## src/rtl/shreg_pkg.sv

```systemverilog
package shreg_pkg;

    localparam int unsigned DEFAULT_DEPTH = 64;

    typedef enum logic {
        SRC_A = 1'b0,
        SRC_B = 1'b1
    } src_e;

endpackage

```

## src/rtl/shreg_src_mux.sv

```systemverilog
module shreg_src_mux
    import shreg_pkg::*;
(
    input  src_e sel_i,
    input  logic a_i,
    input  logic b_i,
    output logic bit_o
);

    always_comb begin
        unique case (sel_i)
            SRC_A:   bit_o = a_i;
            SRC_B:   bit_o = b_i;
            default: bit_o = a_i;
        endcase
    end

endmodule

```

## src/rtl/shreg_chain.sv

```systemverilog
module shreg_chain #(
    parameter int unsigned DEPTH = shreg_pkg::DEFAULT_DEPTH
) (
    input  logic             clk_i,
    input  logic             bit_i,
    output logic [DEPTH-1:0] stages_o
);

    typedef struct packed {
        logic [DEPTH-1:0] stages;
    } chain_t;

    chain_t chain_d;
    chain_t chain_q = '0;   // simulation start state: all stages cleared

    generate
        if (DEPTH == 1) begin : g_single
            always_comb begin
                chain_d        = chain_q;
                chain_d.stages = bit_i;
            end
        end else begin : g_multi
            always_comb begin
                chain_d        = chain_q;
                chain_d.stages = {chain_q.stages[DEPTH-2:0], bit_i};
            end
        end
    endgenerate

    always_ff @(posedge clk_i) begin
        chain_q <= chain_d;
    end

    assign stages_o = chain_q.stages;

endmodule

```

## src/rtl/shreg_tail.sv

```systemverilog
module shreg_tail (
    input  logic clk_i,
    input  logic tail_i,
    output logic q_true_o,
    output logic q_inv_o,
    output logic q_late_o
);

    typedef struct packed {
        logic late;
    } tail_t;

    tail_t tail_d;
    tail_t tail_q = '0;

    always_comb begin
        tail_d      = tail_q;
        tail_d.late = tail_i;
    end

    // re-time on the falling edge: half a period behind the chain
    always_ff @(negedge clk_i) begin
        tail_q <= tail_d;
    end

    assign q_true_o = tail_i;
    assign q_inv_o  = ~tail_i;
    assign q_late_o = tail_q.late;

endmodule

```

## src/rtl/dual_src_shreg.sv

```systemverilog
module dual_src_shreg
    import shreg_pkg::*;
#(
    parameter int unsigned DEPTH = DEFAULT_DEPTH
) (
    input  logic clk_in,
    input  logic sel_src,
    input  logic din_a,
    input  logic din_b,
    output logic q_true,
    output logic q_inv,
    output logic q_late,
    output logic clk_buf
);

    localparam int unsigned LAST = DEPTH - 1;

    src_e             sel_e;
    logic             head_bit;
    logic [DEPTH-1:0] stages;

    assign sel_e = src_e'(sel_src);

    shreg_src_mux i_mux (
        .sel_i (sel_e),
        .a_i   (din_a),
        .b_i   (din_b),
        .bit_o (head_bit)
    );

    shreg_chain #(.DEPTH(DEPTH)) i_chain (
        .clk_i    (clk_in),
        .bit_i    (head_bit),
        .stages_o (stages)
    );

    shreg_tail i_tail (
        .clk_i    (clk_in),
        .tail_i   (stages[LAST]),
        .q_true_o (q_true),
        .q_inv_o  (q_inv),
        .q_late_o (q_late)
    );

    assign clk_buf = clk_in;

endmodule

```

## config.mk

```make
export PLATFORM = sky130hd
export DESIGN_NAME = dual_src_shreg
export DESIGN_NICKNAME = d
export VERILOG_FILES = /design/src/rtl/shreg_pkg.sv /design/src/rtl/shreg_src_mux.sv /design/src/rtl/shreg_chain.sv /design/src/rtl/shreg_tail.sv /design/src/rtl/dual_src_shreg.sv
export SDC_FILE = /design/constraint.sdc
export NUM_CORES = 1
export LEC_CHECK = 0
export ABC_CLOCK_PERIOD_IN_PS = 800
export BUFFER_PORTS_ARGS = -buffer_cell sky130_fd_sc_hd__buf_2
export CAP_MARGIN = 25
export CELL_PAD_IN_SITES_DETAIL_PLACEMENT = 1
export CELL_PAD_IN_SITES_GLOBAL_PLACEMENT = 1
export CORE_MARGIN = 2
export CORE_UTILIZATION = 30
export DETAILED_ROUTE_END_ITERATION = 7
export MAX_ROUTING_LAYER = met4
export PLACE_DENSITY = 0.52
export SLEW_MARGIN = 20
export SYNTH_ARGS = -nofsm -noshare
export SYNTH_HDL_FRONTEND = slang
export SYNTH_HIERARCHICAL = 1
export SYNTH_SLANG_ARGS = --single-unit
```

## constraint.sdc

```tcl
create_clock -name clk_in -period 0.8 [get_ports clk_in]
set_input_delay 0.08 -clock clk_in [delete_from_list [all_inputs] [get_ports clk_in]]
set_output_delay 0.08 -clock clk_in [all_outputs]
set_load 0.1 [all_outputs]
```

# After elaboration in Yosys (flattened, before gate mapping)
# Cells that the tools add are included.
# op_classes
n_bitwise	2
n_mux	1
# op_table
op	n
$not 1->1	2
$pmux 1 s2	1
# word_totals
reg_bits	65
output_inout_bits	4
in_bits	4

# Depth between registers and ports, before layout
# Gate-level depths: netlist of the first run.
# depth
depth_word	2
depth_mapped	1
depth_no_buf	1

# Modules after synthesis
# The synthesis of the first run kept the hierarchy.
# modules_own_cells
module	area_per_inst_um2	cells_per_inst	instances
shreg_chain	1281.2	64	1
shreg_tail	35.0	4	1
shreg_src_mux	15.0	1	1
dual_src_shreg	7.5	1	1

==> reports/results.ini, run 1 <==
[outcome]
outcome=complete, but fails checks
failed_checks=negative setup slack

[yosys]
synth_top_family_by_area=buffers and inverters
synthCells=70
muxShareOfSynthArea_pct=1.121
synth-xor-area-share_pct=0
synth_simple_gate_area_share_pct=0
ys_types=4
synth_top_area_share_pct=97.20
ys_warn_count=6
syn_area_sq_um=1339
synth_top_area_cell=dfxtp_1
syn_nets=74
synthAdderAreaFrac_pct=0
synth_compound_area_share_pct=0
yosys_register_bits=65
synthTopCellsByArea=dfxtp_1 97%, buf_4 1.1%, mux2_4 1.1%
ys_seq_area_share_pct=97.20
avgSynthCellArea_sq_um=19.13

[worst_hold_path]
hold_end=i_chain/stages_o[25]
hp-class=reg -> reg
worstHoldStart=i_chain/stages_o[24]
hold_depth=0

[die]
die_area_sq_um=5013
rows=24
io-pin-count=8
die_x_microns=70.80
fp.dieH_microns=70.80
core_area_sq_um=4324
start_util_pct=30.96

[route]
post-route-drc-count=0
vias_per_cell=3.638
drt_wl_total_mm=1.404
wl_per_cell_microns=9.423
ant_nets=0
first_pass_iters=4
vias=542
drt_iter0_drc=18

[power_and_ir_drop]
leakagePower_uw=0.0007337
ir_worst_vdd_mv=2.674
fin_total_pwr_uw=6846
powerDensity_nw_per_um2=3925

[grt]
grt_pass1_vias=564
grt_start_max_net_pins=11
grt_pass1_wl_mm=2.380
grt-ovfl-total=0
antenna_found_initial=0
grt_util_all_layers_pct=7.806

[timing]
fin_ws_ns=-0.6655
slew_violations=0
rsz0062_at_grt=true
finalSetupViolCount=3
slew_headroom_pct=93.22
hold_viol=0
skew_ns=0.05348
tightestPinTransition_ns=0.1018

[placed_design]
io_buffers=7
gp_congestion=0.6038
dp_cells=128
hpwlAfterDp_microns=601.2

[cells_and_area]
drive_gt1_share_pct=28.87
diodes=0
layout_common_cells=63 x dfxtp_1, 14 x clkbuf_8, 4 x buf_12
area_growth_pct=30.28
fin_nets=96
multi_input_area_sq_um=15.01
final-seq-area_sq_um=1306
layout.cells.non_filler=149
n_fill_cell=444
mostFrequentLayoutCell=dfxtp_1

[setup_path]
reg2reg_from=i_chain/stages_o[63]
endpoint_kind=output port
slowest_delay_ns=0.34
cpLargestDelayFamily=flip-flops
path_max_fanout=1
r2r_cells=0
cp_slowest_cell=dfxtp_4
reg2reg_to=i_tail/q_late_o
cp_data_arrival_time_ns=1.39
rrSetupSlack_ns=0.02
worst-setup-path-type=reg -> out
worstSetupStartpoint=i_tail/q_late_o
crit_buf_inv=1
cp.required_ns=0.72
crit_path_start_kind=flip-flop
cp_cell_sequence=buf_12

[clock_tree]
cts_tree=yes
clk_latency_ns=0.48
clk_pin_slew_ns=0.06

[flow_run]
drv_cap=0

## cell families after synthesis
logic type,after synthesis
buffers and inverters,4
DFF,65
muxes,1
## report_power, final
part	switching (uW)	total (uW)	leakage, uW	internal (uW)
Sequential	41.3	3480	0.000545	3440
Combinational	5.35	25.8	0.0000632	20.4
Clock	1560	3340	0.000126	1780
## state kept, by name, indices dropped and copies added, names as in the netlist
name and flops:
i_tail/q_late_o 1, i_chain/stages_o 64
## stage by stage
stage	setup slack, ns	TNS (ns)	util (%)	hold slack [ns]	area [sq um]
finish	-0.6655	-1.383	40.34	0.3247	1744
detailed placement	-0.1743	-0.1815	34.35	0.3132	1485
global route	-0.7051	-1.552	40.34	0.3343	1744
floorplan	-0.1838	-0.2329	-	0.2229	1348
CTS	-0.6900	-1.481	40.34	0.3242	1744
global placement	-0.1715	-0.1762	34.35	0.3069	1485
## synth_stat cells
| cell type | number |
|---|---|
| inv_1 | 2 |
| buf_4 | 2 |
| mux2_4 | 1 |
| dfxtp_1 | 65 |
## area by class of cell
cell class / instances / share of cell area [%]
clock buffer: 16 / 12.41
clock inverter: 4 / 1.004
sequential: 65 / 74.89
tap: 52 / 3.730
timing repair buffer: 10 / 6.671
inverter: 1 / 0.4304
multi-input combinational: 1 / 0.8608
## per-layer routing
layer,wire length [microns],GRT usage [%],vias to the layer above
met2,591,8.204,19
met3,139,9.117,10
met5,0,-,-
li1,-,-,254
met1,628,6.551,259
met4,45,7.966,0
## timing repair
action                     CTS  global route
hold buffers                 3             0
resized for setup            5             0
setup buffers                0             0
setup endpoints to repair    4             3
hold endpoints to repair     1             0
## how the worst max path moves through the flow
| stage | depth (start not counted) | endpoint |
|---|---|---|
| 3_5_place_dp | 1 | q_late |
| 3_3_place_gp | 1 | q_late |
| 4_1_cts | 1 | q_late |
| 2_1_floorplan | 0 | q_late |
| 6_report | 1 | q_late |
| 5_1_grt | 1 | q_late |
No activity file was read; power rests on OpenSTA's default activity.
==> run 2, diff against run 1 <==
--- a/config.mk
+++ b/config.mk
@@ -6,15 +6,15 @@
 export NUM_CORES = 1
 export LEC_CHECK = 0
 export ABC_CLOCK_PERIOD_IN_PS = 800
-export BUFFER_PORTS_ARGS = -buffer_cell sky130_fd_sc_hd__buf_2
 export CAP_MARGIN = 25
 export CELL_PAD_IN_SITES_DETAIL_PLACEMENT = 1
 export CELL_PAD_IN_SITES_GLOBAL_PLACEMENT = 1
 export CORE_MARGIN = 2
 export CORE_UTILIZATION = 30
 export DETAILED_ROUTE_END_ITERATION = 7
+export DONT_BUFFER_PORTS = 1
 export MAX_ROUTING_LAYER = met4
-export PLACE_DENSITY = 0.52
+export PLACE_DENSITY = 0.5
 export SLEW_MARGIN = 20
 export SYNTH_ARGS = -nofsm -noshare
 export SYNTH_HDL_FRONTEND = slang
==> run 2 against run 1 <==
Effect of this change:
- the run still ends with negative setup slack left
- via count decreased by 9.6%
- critical path depth fell by 1
- first-iteration DRC count decreased by 5.6%
- design area down 4.8%
- clock power shrank 22%
- sequential share of layout area is 3.8 points higher
- flip-flop and latch count stayed put
- global-route usage decreased by 0.61 points
- cell count down 5.4%
- critical path type unchanged
- critical endpoint unchanged
- largest power group unchanged
==> reports/results.ini, run 2 (synthesis gave the netlist of run 1 again) <==
[grt]
grt.met3_usage_pct=7.265
grt-ovfl-total=0
grt_pass1_wl_mm=2.290
grt_util_all_layers_pct=7.191
grt_start_max_net_pins=11
grt.met2_usage_pct=8.515
use_met1_pct=6.922
antenna_found_initial=0
grt_busiest_layer=met2
grt_pass1_vias=526

[setup_path]
cp_data_arrival_time_ns=1.28
path_depth=0
crit_path_start_kind=flip-flop
r2r_cells=0
endpoint_kind=output port
worst-setup-path-type=reg -> out
path_max_fanout=1
cp.required_ns=0.72

[clock_tree]
clk_pin_slew_ns=0.03
cts.path.max_buffers=2
cts_made_buffers=9
cts.sinks=65
cts_tree=yes
root_buffer=clkbuf_8
clk_latency_ns=0.36
cts_max_level=3

[route]
vias=490
ant_nets=0
drt_iter0_drc=17
post-route-drc-count=0
drt_wl_total_mm=1.285
first_pass_iters=3
wl_per_cell_microns=9.113
vias_per_cell=3.475

[die]
start_util_pct=30.96
die_x_microns=70.80
fp.dieH_microns=70.80
rows=24
die_area_sq_um=5013
io-pin-count=8
core_area_sq_um=4324

[power_and_ir_drop]
ir_worst_vdd_mv=1.589
powerDensity_nw_per_um2=3676
leakagePower_uw=0.0006911

[timing]
skew_ns=0.04296
slew_headroom_pct=81.01
tightestPinTransition_ns=0.2862
setup_tns_ns=-1.028
slew_violations=0
rsz0062_at_grt=true
fin_ws_ns=-0.5601
finalSetupViolCount=4
hold_viol=0
holdWs_ns=0.08029

[placed_design]
hpwlAfterDp_microns=621.6
dp_cells=122
place_worst_setup_slack_ns=-0.1857
gp_congestion=0.6079
io_buffers=0

[outcome]
outcome=complete, but fails checks
failed_checks=negative setup slack

[cells_and_area]
fin_nets=88
largest_register_ffs=64
drive_gt1_share_pct=23.60
utilization_pct=38.40
diodes=0
mostFrequentLayoutCell=dfxtp_1
layout_common_cells=63 x dfxtp_1, 14 x clkbuf_8, 3 x dlygate4sd3_1
layout.cells.non_filler=141
area_growth_pct=24.02

[worst_hold_path]
hold_depth=0
hp-class=clk -> out

[flow_run]
drv_cap=0

## run 2: changes by cell type in the layout (fill, tap and decap cells not counted)
cell,change
clkbuf_1,-1
clkinv_2,-1
buf_2,-3
buf_12,-3
## run 2: area by class of cell
type / instances / area [sq um]
Timing Repair Buffer: 5 / 61.31
Tap cell: 52 / 65.06
Inverter: 1 / 7.507
Sequential cell: 65 / 1306
Clock inverter: 3 / 12.51
Clock buffer: 14 / 192.7
Fill cell: 436 / 2664
Multi-Input combinational cell: 1 / 15.01
## run 2: path summary, 6_finish.rpt
| kind | start | slack, ns | to |
|---|---|---|---|
| min | clk_in | 0.08 | clk_buf |
| max reg2reg | i_chain/stages_o[63] | -0.03 | i_tail/q_late_o |
| max | i_tail/q_late_o | -0.56 | q_late |
| min reg2reg | i_chain/stages_o[59] | 0.32 | i_chain/stages_o[60] |
## run 2: what timing repair did
item,in CTS,in global routing
buffers inserted,0,0
hold buffers,3,0
endpoints found under the setup margin,4,4
gates resized for setup,4,0
endpoints found under the hold margin,1,0
## run 2: per-stage QoR
stage / area [sq um] / total power [uW]
floorplan: 1348 / 4024
global placement: 1413 / 3571
detailed placement: 1413 / 3575
CTS: 1660 / 6216
global route: 1660 / 6381
finish: 1660 / 6104
## run 2: where the power goes
| group | internal [uW] | total (uW) | switching (uW) | leakage [uW] |
|---|---|---|---|---|
| Clock | 1540 | 2600 | 1070 | 0.000111 |
| Sequential | 3440 | 3480 | 44.0 | 0.000545 |
| Combinational | 15.6 | 19.0 | 3.43 | 0.0000351 |
## run 2: layer usage
layer	part of all wire, %	wire (microns)
met1	48	616
met2	40	520
met3	10	132
met4	1.2	16
met5	0	0
